File: src/rtl/ninebit_sertx_pkg.sv
package ninebit_sertx_pkg;

    localparam int DATA_W    = 8;
    localparam int FRAME_MAX = DATA_W + 3;
    localparam int LEN_W     = $clog2(FRAME_MAX + 1);
    localparam int DLY_W     = 3;

    typedef enum logic [1:0] {
        FMT_TEN       = 2'b00,
        FMT_NINTH     = 2'b01,
        FMT_NINTH_PAR = 2'b10,
        FMT_ALT       = 2'b11
    } fmt_e;

    typedef struct packed {
        logic [FRAME_MAX-1:0] bits;
        logic [LEN_W-1:0]     len;
    } frame_t;

    // parity over the masked bits; odd selects the complement
    function automatic logic calc_par(input logic [DATA_W-1:0] d,
                                      input logic [DATA_W-1:0] mask,
                                      input logic odd);
        return (^(d & mask)) ^ odd;
    endfunction

    function automatic frame_t build_frame(input logic [DATA_W-1:0] d,
                                           input logic ninth,
                                           input fmt_e fmt,
                                           input logic pe,
                                           input logic odd);
        frame_t f;
        logic [DATA_W-1:0] payload;
        logic ext;
        payload = d;
        ext     = ninth;
        f.bits  = '1;
        f.bits[0] = 1'b0;
        if (fmt == FMT_TEN) begin
            if (pe)
                payload[DATA_W-1] = calc_par(d, {1'b0, {(DATA_W-1){1'b1}}}, odd);
            f.bits[DATA_W:1] = payload;
            f.len = LEN_W'(DATA_W + 2);
        end else begin
            if (fmt != FMT_NINTH && pe)
                ext = calc_par(d, '1, odd);
            f.bits[DATA_W:1]   = d;
            f.bits[DATA_W+1]   = ext;
            f.len = LEN_W'(DATA_W + 3);
        end
        return f;
    endfunction

    // bit times of completion delay for each selector code
    function automatic logic [DLY_W-1:0] dly_ticks(input logic [1:0] sel);
        return DLY_W'((4'd1 << sel) - 4'd1);
    endfunction

endpackage

File: src/rtl/ninebit_sertx_hold.sv
module ninebit_sertx_hold
    import ninebit_sertx_pkg::*;
(
    input  logic              clk,
    input  logic              rst,
    input  logic              wr_en,
    input  logic [DATA_W-1:0] wr_data,
    input  logic              ninth_wr,
    input  logic              ninth_val,
    input  logic              take,
    output logic [DATA_W-1:0] hold_data,
    output logic              hold_full,
    output logic              ninth_q
);

    always_ff @(posedge clk) begin
        if (rst) begin
            hold_data <= '0;
            hold_full <= 1'b0;
        end else if (wr_en) begin
            hold_data <= wr_data;
            hold_full <= 1'b1;
        end else if (take) begin
            hold_full <= 1'b0;
        end
    end

    // ninth control bit: a fresh write wins over the automatic clear
    always_ff @(posedge clk) begin
        if (rst)
            ninth_q <= 1'b0;
        else if (ninth_wr)
            ninth_q <= ninth_val;
        else if (take)
            ninth_q <= 1'b0;
    end

    assert_ninth_clear_R7: assert property (@(posedge clk) disable iff (rst)
        take && !ninth_wr |=> !ninth_q);

    assert_empty_after_take_R2: assert property (@(posedge clk) disable iff (rst)
        take && !wr_en |=> !hold_full);

endmodule

File: src/rtl/ninebit_sertx_framer.sv
module ninebit_sertx_framer
    import ninebit_sertx_pkg::*;
(
    input  logic [DATA_W-1:0] data,
    input  logic              ninth,
    input  logic [1:0]        fmt_sel,
    input  logic              par_en,
    input  logic              par_odd,
    output frame_t            frame
);

    always_comb begin
        frame = build_frame(data, ninth, fmt_e'(fmt_sel), par_en, par_odd);
    end

endmodule

File: src/rtl/ninebit_sertx_shifter.sv
module ninebit_sertx_shifter
    import ninebit_sertx_pkg::*;
(
    input  logic   clk,
    input  logic   rst,
    input  logic   bit_tick,
    input  frame_t nxt,
    input  logic   nxt_valid,
    output logic   take,
    output logic   stop_begin,
    output logic   txd
);

    logic                 active;
    logic [FRAME_MAX-1:0] sr;
    logic [LEN_W-1:0]     left;
    logic                 slot_end;

    // a bit slot closes on every tick while idle or at the end of the stop bit
    assign slot_end   = bit_tick && (!active || left == '0);
    assign take       = slot_end && nxt_valid;
    assign stop_begin = bit_tick && active && left == LEN_W'(1);
    assign txd        = sr[0];

    always_ff @(posedge clk) begin
        if (rst) begin
            active <= 1'b0;
            sr     <= '1;
            left   <= '0;
        end else if (take) begin
            active <= 1'b1;
            sr     <= nxt.bits;
            left   <= nxt.len - LEN_W'(1);
        end else if (slot_end) begin
            active <= 1'b0;
            sr     <= '1;
        end else if (bit_tick && active) begin
            sr     <= {1'b1, sr[FRAME_MAX-1:1]};
            left   <= left - LEN_W'(1);
        end
    end

    assert_start_low_R2: assert property (@(posedge clk) disable iff (rst)
        take |=> !txd);

    assert_tick_paced_R2: assert property (@(posedge clk) disable iff (rst)
        !bit_tick |=> $stable(txd));

    assert_stop_high_R8: assert property (@(posedge clk) disable iff (rst)
        active && left == '0 |-> txd);

endmodule

File: src/rtl/ninebit_sertx_done.sv
module ninebit_sertx_done
    import ninebit_sertx_pkg::*;
(
    input  logic       clk,
    input  logic       rst,
    input  logic       bit_tick,
    input  logic       stop_begin,
    input  logic [1:0] dly_sel,
    input  logic       done_clr,
    output logic       tx_done,
    output logic       tx_irq
);

    logic [DLY_W-1:0] dly_cnt;
    logic             set_now;

    assign set_now = (stop_begin && dly_sel == 2'd0)
                   || (bit_tick && dly_cnt == DLY_W'(1));

    always_ff @(posedge clk) begin
        if (rst)
            dly_cnt <= '0;
        else if (stop_begin && dly_sel != 2'd0)
            dly_cnt <= dly_ticks(dly_sel);
        else if (bit_tick && dly_cnt != '0)
            dly_cnt <= dly_cnt - DLY_W'(1);
    end

    always_ff @(posedge clk) begin
        if (rst) begin
            tx_done <= 1'b0;
            tx_irq  <= 1'b0;
        end else begin
            tx_irq <= set_now;
            if (set_now)
                tx_done <= 1'b1;
            else if (done_clr)
                tx_done <= 1'b0;
        end
    end

    assert_irq_has_flag_R9: assert property (@(posedge clk) disable iff (rst)
        tx_irq |-> tx_done);

    assert_irq_single_R9: assert property (@(posedge clk) disable iff (rst)
        tx_irq |=> !tx_irq);

    assert_flag_sticky_R11: assert property (@(posedge clk) disable iff (rst)
        tx_done && !done_clr |=> tx_done);

    assert_delay_holds_R10: assert property (@(posedge clk) disable iff (rst)
        stop_begin && dly_sel != 2'd0 |=> !tx_irq);

endmodule

File: src/rtl/ninebit_sertx.sv
module ninebit_sertx
    import ninebit_sertx_pkg::*;
(
    input  logic              clk,
    input  logic              rst,
    input  logic              bit_tick,
    input  logic              wr_en,
    input  logic [DATA_W-1:0] wr_data,
    input  logic              ninth_wr,
    input  logic              ninth_val,
    input  logic [1:0]        fmt_sel,
    input  logic              par_en,
    input  logic              par_odd,
    input  logic [1:0]        dly_sel,
    input  logic              done_clr,
    output logic              txd,
    output logic              tx_done,
    output logic              tx_irq,
    output logic              buf_empty,
    output logic              ninth_q
);

    logic [DATA_W-1:0] hold_data;
    logic              hold_full;
    logic              take;
    logic              stop_begin;
    frame_t            frame;

    ninebit_sertx_hold u_hold (
        .clk       (clk),
        .rst       (rst),
        .wr_en     (wr_en),
        .wr_data   (wr_data),
        .ninth_wr  (ninth_wr),
        .ninth_val (ninth_val),
        .take      (take),
        .hold_data (hold_data),
        .hold_full (hold_full),
        .ninth_q   (ninth_q)
    );

    ninebit_sertx_framer u_framer (
        .data    (hold_data),
        .ninth   (ninth_q),
        .fmt_sel (fmt_sel),
        .par_en  (par_en),
        .par_odd (par_odd),
        .frame   (frame)
    );

    ninebit_sertx_shifter u_shift (
        .clk        (clk),
        .rst        (rst),
        .bit_tick   (bit_tick),
        .nxt        (frame),
        .nxt_valid  (hold_full),
        .take       (take),
        .stop_begin (stop_begin),
        .txd        (txd)
    );

    ninebit_sertx_done u_done (
        .clk        (clk),
        .rst        (rst),
        .bit_tick   (bit_tick),
        .stop_begin (stop_begin),
        .dly_sel    (dly_sel),
        .done_clr   (done_clr),
        .tx_done    (tx_done),
        .tx_irq     (tx_irq)
    );

    assign buf_empty = !hold_full;

endmodule

File: config.mk
export PLATFORM = sky130hd
export DESIGN_NAME = ninebit_sertx
export DESIGN_NICKNAME = d
export VERILOG_FILES = /design/src/rtl/ninebit_sertx_pkg.sv /design/src/rtl/ninebit_sertx_hold.sv /design/src/rtl/ninebit_sertx_framer.sv /design/src/rtl/ninebit_sertx_shifter.sv /design/src/rtl/ninebit_sertx_done.sv /design/src/rtl/ninebit_sertx.sv
export SDC_FILE = /design/constraint.sdc
export NUM_CORES = 1
export LEC_CHECK = 0
export BUFFER_PORTS_ARGS = -buffer_cell sky130_fd_sc_hd__buf_4
export CORE_UTILIZATION = 43
export DETAILED_ROUTE_END_ITERATION = 8
export PLACE_DENSITY = 0.63
export SLEW_MARGIN = 20
export SYNTH_ARGS = -nofsm -noshare
export SYNTH_HDL_FRONTEND = slang
export SYNTH_HIERARCHICAL = 1
export SYNTH_SLANG_ARGS = --single-unit
File: constraint.sdc
create_clock -name clk -period 4.94 [get_ports clk]
set_input_delay 0.247 -clock clk [delete_from_list [all_inputs] [get_ports clk]]
set_output_delay 0.247 -clock clk [all_outputs]
set_load 0.01 [all_outputs]
=== Yosys cells after proc, flatten, opt, wreduce, memory -nomap -nowiden ===
Cells that the tools add are included.

* Shifts and indexed selects: 1
* Add/subtract/negate cells: 4
* Equal/unequal tests: 4
* Bitwise logic cells: 2
* Reduce and logical (&&, ||, !) cells: 28
* Mux-type cells: 20

{| class="wikitable"
|+ Operators by type and width
! cell !! count
|-
| $mux 10 || 3
|-
| $reduce_xor 8->1 || 2
|-
| $reduce_bool 2->1 || 7
|-
| $mux 4 || 3
|-
| $mux 1 || 11
|-
| $logic_and 1x1->1 || 9
|-
| $mux 8 || 1
|-
| $sub 4x1->4 const B || 2
|-
| $mux 3 || 2
|-
| $reduce_bool 3->1 || 2
|-
| $sub 3x1->3 const B || 2
|-
| $eq 4x1->1 const B || 1
|-
| $logic_not 2->1 || 2
|-
| $logic_not 4->1 || 1
|-
| $eq 3x1->1 const B || 1
|-
| $shl 1x2->3 const A || 1
|-
| $logic_not 1->1 || 2
|-
| $logic_or 1x1->1 || 2
|-
| $ne 2x1->1 const B || 1
|-
| $ne 2x2->1 const B || 1
|-
| $reduce_and 2->1 || 1
|-
| $xor 1x1->1 || 2
|}

* Word-level logic and storage cells: 68
* Register bits: 30
* Input bits: 21
* Output and inout port bits: 5

=== Logic depth before layout (Yosys ltp) ===
* Depth after elaboration: 6
* Gate-level depth with buffers: 7
* Depth with buffers taken out: 7

=== Cells and area by module ===
Netlist, hierarchy kept.

{| class="wikitable"
|+ By module, submodules not included
! module !! times used !! seq. area each (µm²) !! cells an instance !! area an instance (µm²)
|-
| ninebit_sertx_shifter || 1 || 320.3 || 107 || 949.7
|-
| ninebit_sertx_hold || 1 || 200.2 || 34 || 360.3
|-
| ninebit_sertx_done || 1 || 100.1 || 28 || 265.3
|-
| ninebit_sertx_framer || 1 || 0.0 || 30 || 219.0
|-
| ninebit_sertx || 1 || 0.0 || 1 || 3.8
|}

=== Worst setup path after synthesis ===
No wires, ideal clock.

* Path type: register to register
* Start point: reg u_hold.hold_data[0]
* End point: reg u_shift.sr[9]
* Data required time: 4.818 ns
* Arrival time: 1.686 ns
* Stages on the path, launching flop included: 7
* Setup slack: 3.132 ns
* Period minus slack after synthesis: 1.808 ns
* Library setup time: 0.122 ns
* Buffers on the path: 0
* Cell sequence: dfxtp_1 > xnor2_1 > xnor2_1 > xnor3_1 > o21ai_1 > or3b_1 > a311o_1

{| class="wikitable"
|+ RTL lines
! what !! line !! RTL
|-
| start: declaration || ninebit_sertx_hold.sv:11 || <nowiki>output logic [DATA_W-1:0] hold_data,</nowiki>
|-
| start signal: assignment || ninebit_sertx_hold.sv:21 || <nowiki>hold_data <= wr_data;</nowiki>
|-
| end signal: assignment || ninebit_sertx_shifter.sv:32 || <nowiki>sr <= nxt.bits;</nowiki>
|-
| end signal: assignment || ninebit_sertx_shifter.sv:38 || <nowiki>sr <= {1'b1, sr[FRAME_MAX-1:1]};</nowiki>
|-
| end: declaration || ninebit_sertx_shifter.sv:15 || <nowiki>logic [FRAME_MAX-1:0] sr;</nowiki>
|}

=== Worst setup path in the final report ===
* Start point: reg u_shift.left[0]
* End point: reg u_shift.sr[2]

* Cells in the longest elaborated chain, start to end: 5
* Elaborated cells between the ends (all ways): 7
* Classes of those cells: 2 x mux; 5 x reduce/logical

{| class="wikitable"
|+ Ends and longest elaborated chain
! what !! line !! RTL
|-
| start: declaration || ninebit_sertx_shifter.sv:16 || <nowiki>logic [LEN_W-1:0] left;</nowiki>
|-
| start signal: assignment || ninebit_sertx_shifter.sv:33 || <nowiki>left <= nxt.len - LEN_W'(1);</nowiki>
|-
| start signal: assignment || ninebit_sertx_shifter.sv:39 || <nowiki>left <= left - LEN_W'(1);</nowiki>
|-
| $logic_not 4->1 (*) || ninebit_sertx_shifter.sv:20 || <nowiki>assign slot_end = bit_tick && (!active || left == '0);</nowiki>
|-
| $logic_or 1x1->1 (*) || ninebit_sertx_shifter.sv:20 ||
|-
| $logic_and 1x1->1 (*) || ninebit_sertx_shifter.sv:20 ||
|-
| $mux 10 / $logic_and 1x1->1 (equally long branches) || ninebit_sertx_shifter.sv:34, ninebit_sertx_shifter.sv:21 ||
|-
| $mux 10 / $reduce_bool 3->1 (equally long branches) || - ||
|}

Mark *: on every way between the ends. The rest lies on a longest branch, timed or not.
A chain may end at the register's enable or synchronous reset.

==> flow_summary.yaml <==
finish:
  drive_gt1_share_pct: 21.50
  syn_to_final_growth_pct: 12.39
  nets: 240
  diodes: 0
  fill_cells: 402
  final_common_cell: "dfxtp_1"
  multiInputGateArea_sq_um: 989.7
  regArea_sq_um: 620.6
  final_cell_mix: "dfxtp_1, buf_4, nor2_1, inv_1, a21oi_1"
timing:
  fmax_mhz: 443.5
  layout_setup_ws_ps: 2685
  finalSetupViolCount: 0
  fin_worst_skew_ps: 3.370
  max_slew_margin_pct: 38.68
  finalHoldViolCount: 0
  max_slew.worst_pin.slew_ps: 907.9
  slew_violations: 0
  tns_ps: 0
  rsz0062_at_grt: "false"
  fin_crit_ps: 2255
  min_period_over_period_pct: 45.65
route:
  top_layer: "met4"
  wl_met1_um: 1748
  ant_nets: 0
  dr.pass1.iters: 4
  route.detailed.drc: 0
  vias_per_cell: 5.030
  wl_met3_um: 148
  routedWlPerCell_um: 12.54
  routed-wl-met2_um: 1363
  drt_iter0_markers: 27
  vias: 1328
  wl_um: 3311
clocking:
  tritoncts: "done"
  cts.hold.buffers_added: 0
  clk_pin_slew_ps: 60
  clock_sinks: 31
  clockBufferDepth: 2
  cts_made_buffers: 5
  clock_latency_ps: 280
  post_cts_buffers: 0
  htreeDepth: 2
  clockRootBuffer: "clkbuf_8"
  cts_resized: 0
placement:
  pre_cts_slack_ps: 2693
  dp_hpwl_um: 2293
  portBuffers: 25
  finalWeightedCongestion: 0.7309
floorplanning:
  core-area_sq_um: 4000
  rows: 23
  boundaryPins: 26
  fp.dieArea_sq_um: 4444
  die_y_um: 66.67
  die_x_um: 66.67
  start_util_pct: 44.95
setup_path:
  critPathKind: "flip-flop to flip-flop"
  endpoint_kind: "flip-flop"
  cp_data_required_time_ps: 5100
  crit_fanout: 13
  cp.arrival_ps: 2420
  critPathLaunchType: "flip-flop"
logic_synthesis:
  synth-edff-count: 0
  ys_seq_area_share_pct: 34.52
  ys_ff_latch: 31
  ys.flop_type: "dfxtp_1"
  syn_area_per_cell_sq_um: 8.990
  yosysWarnings: 6
  syn_inst: 200
  yosys.cell_types.count: 45
  netlist_area_sq_um: 1798
  async_reset_ff_share_pct: 0
global_route:
  first_global_vias: 1269
  grt_max_degree: 33
  overflow: 0
  grt_pass1_wl_um: 5616
  antenna_found_initial: 0
  grt_use_total_pct: 16.88
min_path:
  min_path_type: "primary input to flip-flop"
status:
  status: "finished clean"
power:
  powerDensity_nw_per_um2: 340.8
  ir_drop_mv: 0.1706
  p_leak_nw: 0.8253
run:
  maxCapViolCount: 0
report_power, final:
group,switching [W],leakage [nW],internal (W)
logic,0.0000827,0.518,0.0000930
registers,0.0000197,0.256,0.000277
clock network,0.0000896,0.0515,0.000127
total,0.000192,0.825,0.000497
logic make-up (layout without fill, tap and decap cells):
| kind of cell | count (synthesis) | count (layout) | share of synthesized area, % |
|---|---|---|---|
| and+or+nand+nor | 64 | 64 | 21.57 |
| AOI/OAI and AO/OA | 38 | 38 | 16.56 |
| buffers and inverters | 38 | 49 | 11.06 |
| DFF | 31 | 31 | 34.52 |
| xor gates and xnor gates | 11 | 11 | 6.124 |
| muxes | 10 | 10 | 5.567 |
| adders and majority gates | 6 | 6 | 4.175 |
| other | 2 | 5 | 0.4177 |
worst max-delay path, stage by stage, from the launching register on:
cell and delay (ps):
dfxtp_1 330, inv_1 80, ha_1 170, nor3b_2 530, nor2_2 200, or3b_2 480
a311o_1 350
Yosys cell counts, types with 4 or more instances:
library cell   n  area share (%)
a21oi_1       11             3.1
dfxtp_1       31              35
inv_1         15             3.1
nor2b_1       10             3.5
or3_1          9             3.1
nand2_1        4            0.83
or3b_1         9             4.4
nor2_1        16             3.3
clkbuf_1       7             1.5
mux2i_1       10             5.6
xnor2_1        8             3.9
buf_4         13             5.4
a311o_1       10             5.6
ha_1           6             4.2
metrics by stage:
step	total power [W]	hold slack (ps)	cells	utilization [%]	cell area (sq um)
5_1_grt	0.0007375	197.6	264	50.52	2021
3_5_place_dp	0.0004777	464.6	256	48.01	1921
2_1_floorplan	0.0004402	313.2	203	-	1809
6_report	0.0006887	202.0	264	50.52	2021
4_1_cts	0.0006969	195.5	264	50.52	2021
3_3_place_gp	0.0004753	452.6	256	48.01	1921
final cells by class:
cell class | count | area share, %
flip-flops and latches | 31 | 30.71
inverters | 16 | 2.972
clock buffers | 8 | 4.954
well taps | 50 | 3.096
repair buffers | 25 | 9.288
multi-input cells | 134 | 48.98
worst paths after layout:
check / end / start / cells after the start / slack [ps]
worst max-delay path: u_shift/sr[2]$_SDFFE_PP1P_ / u_shift/left[0]$_SDFFE_PP0P_ / 6 / 2690
worst min register to register: u_shift/left[1]$_SDFFE_PP0P_ / u_shift/left[1]$_SDFFE_PP0P_ / 2 / 470
worst min-delay path: u_hold/hold_data[6]$_SDFFE_PP0P_ / wr_data[6] / 3 / 200
worst max register to register: u_shift/sr[2]$_SDFFE_PP1P_ / u_shift/left[0]$_SDFFE_PP0P_ / 6 / 2690
sequential cells by signal, summed over array words and instances, names as in the netlist:
name and cells:
u_shift/sr 11, u_hold/hold_full 1, u_shift/active 1, u_hold/hold_data 8, u_done/dly_cnt 3, u_done/tx_irq 1, u_shift/left 4, u_done/tx_done 1
u_hold/ninth_q 1
metal layers:
metal  up-vias  GRT usage [%]
met5         -              0
met4         0          7.979
met3         5          4.281
met2        30          26.26
met1       590          21.56
li1        703              -
No activity file was read; power rests on OpenSTA's default activity.
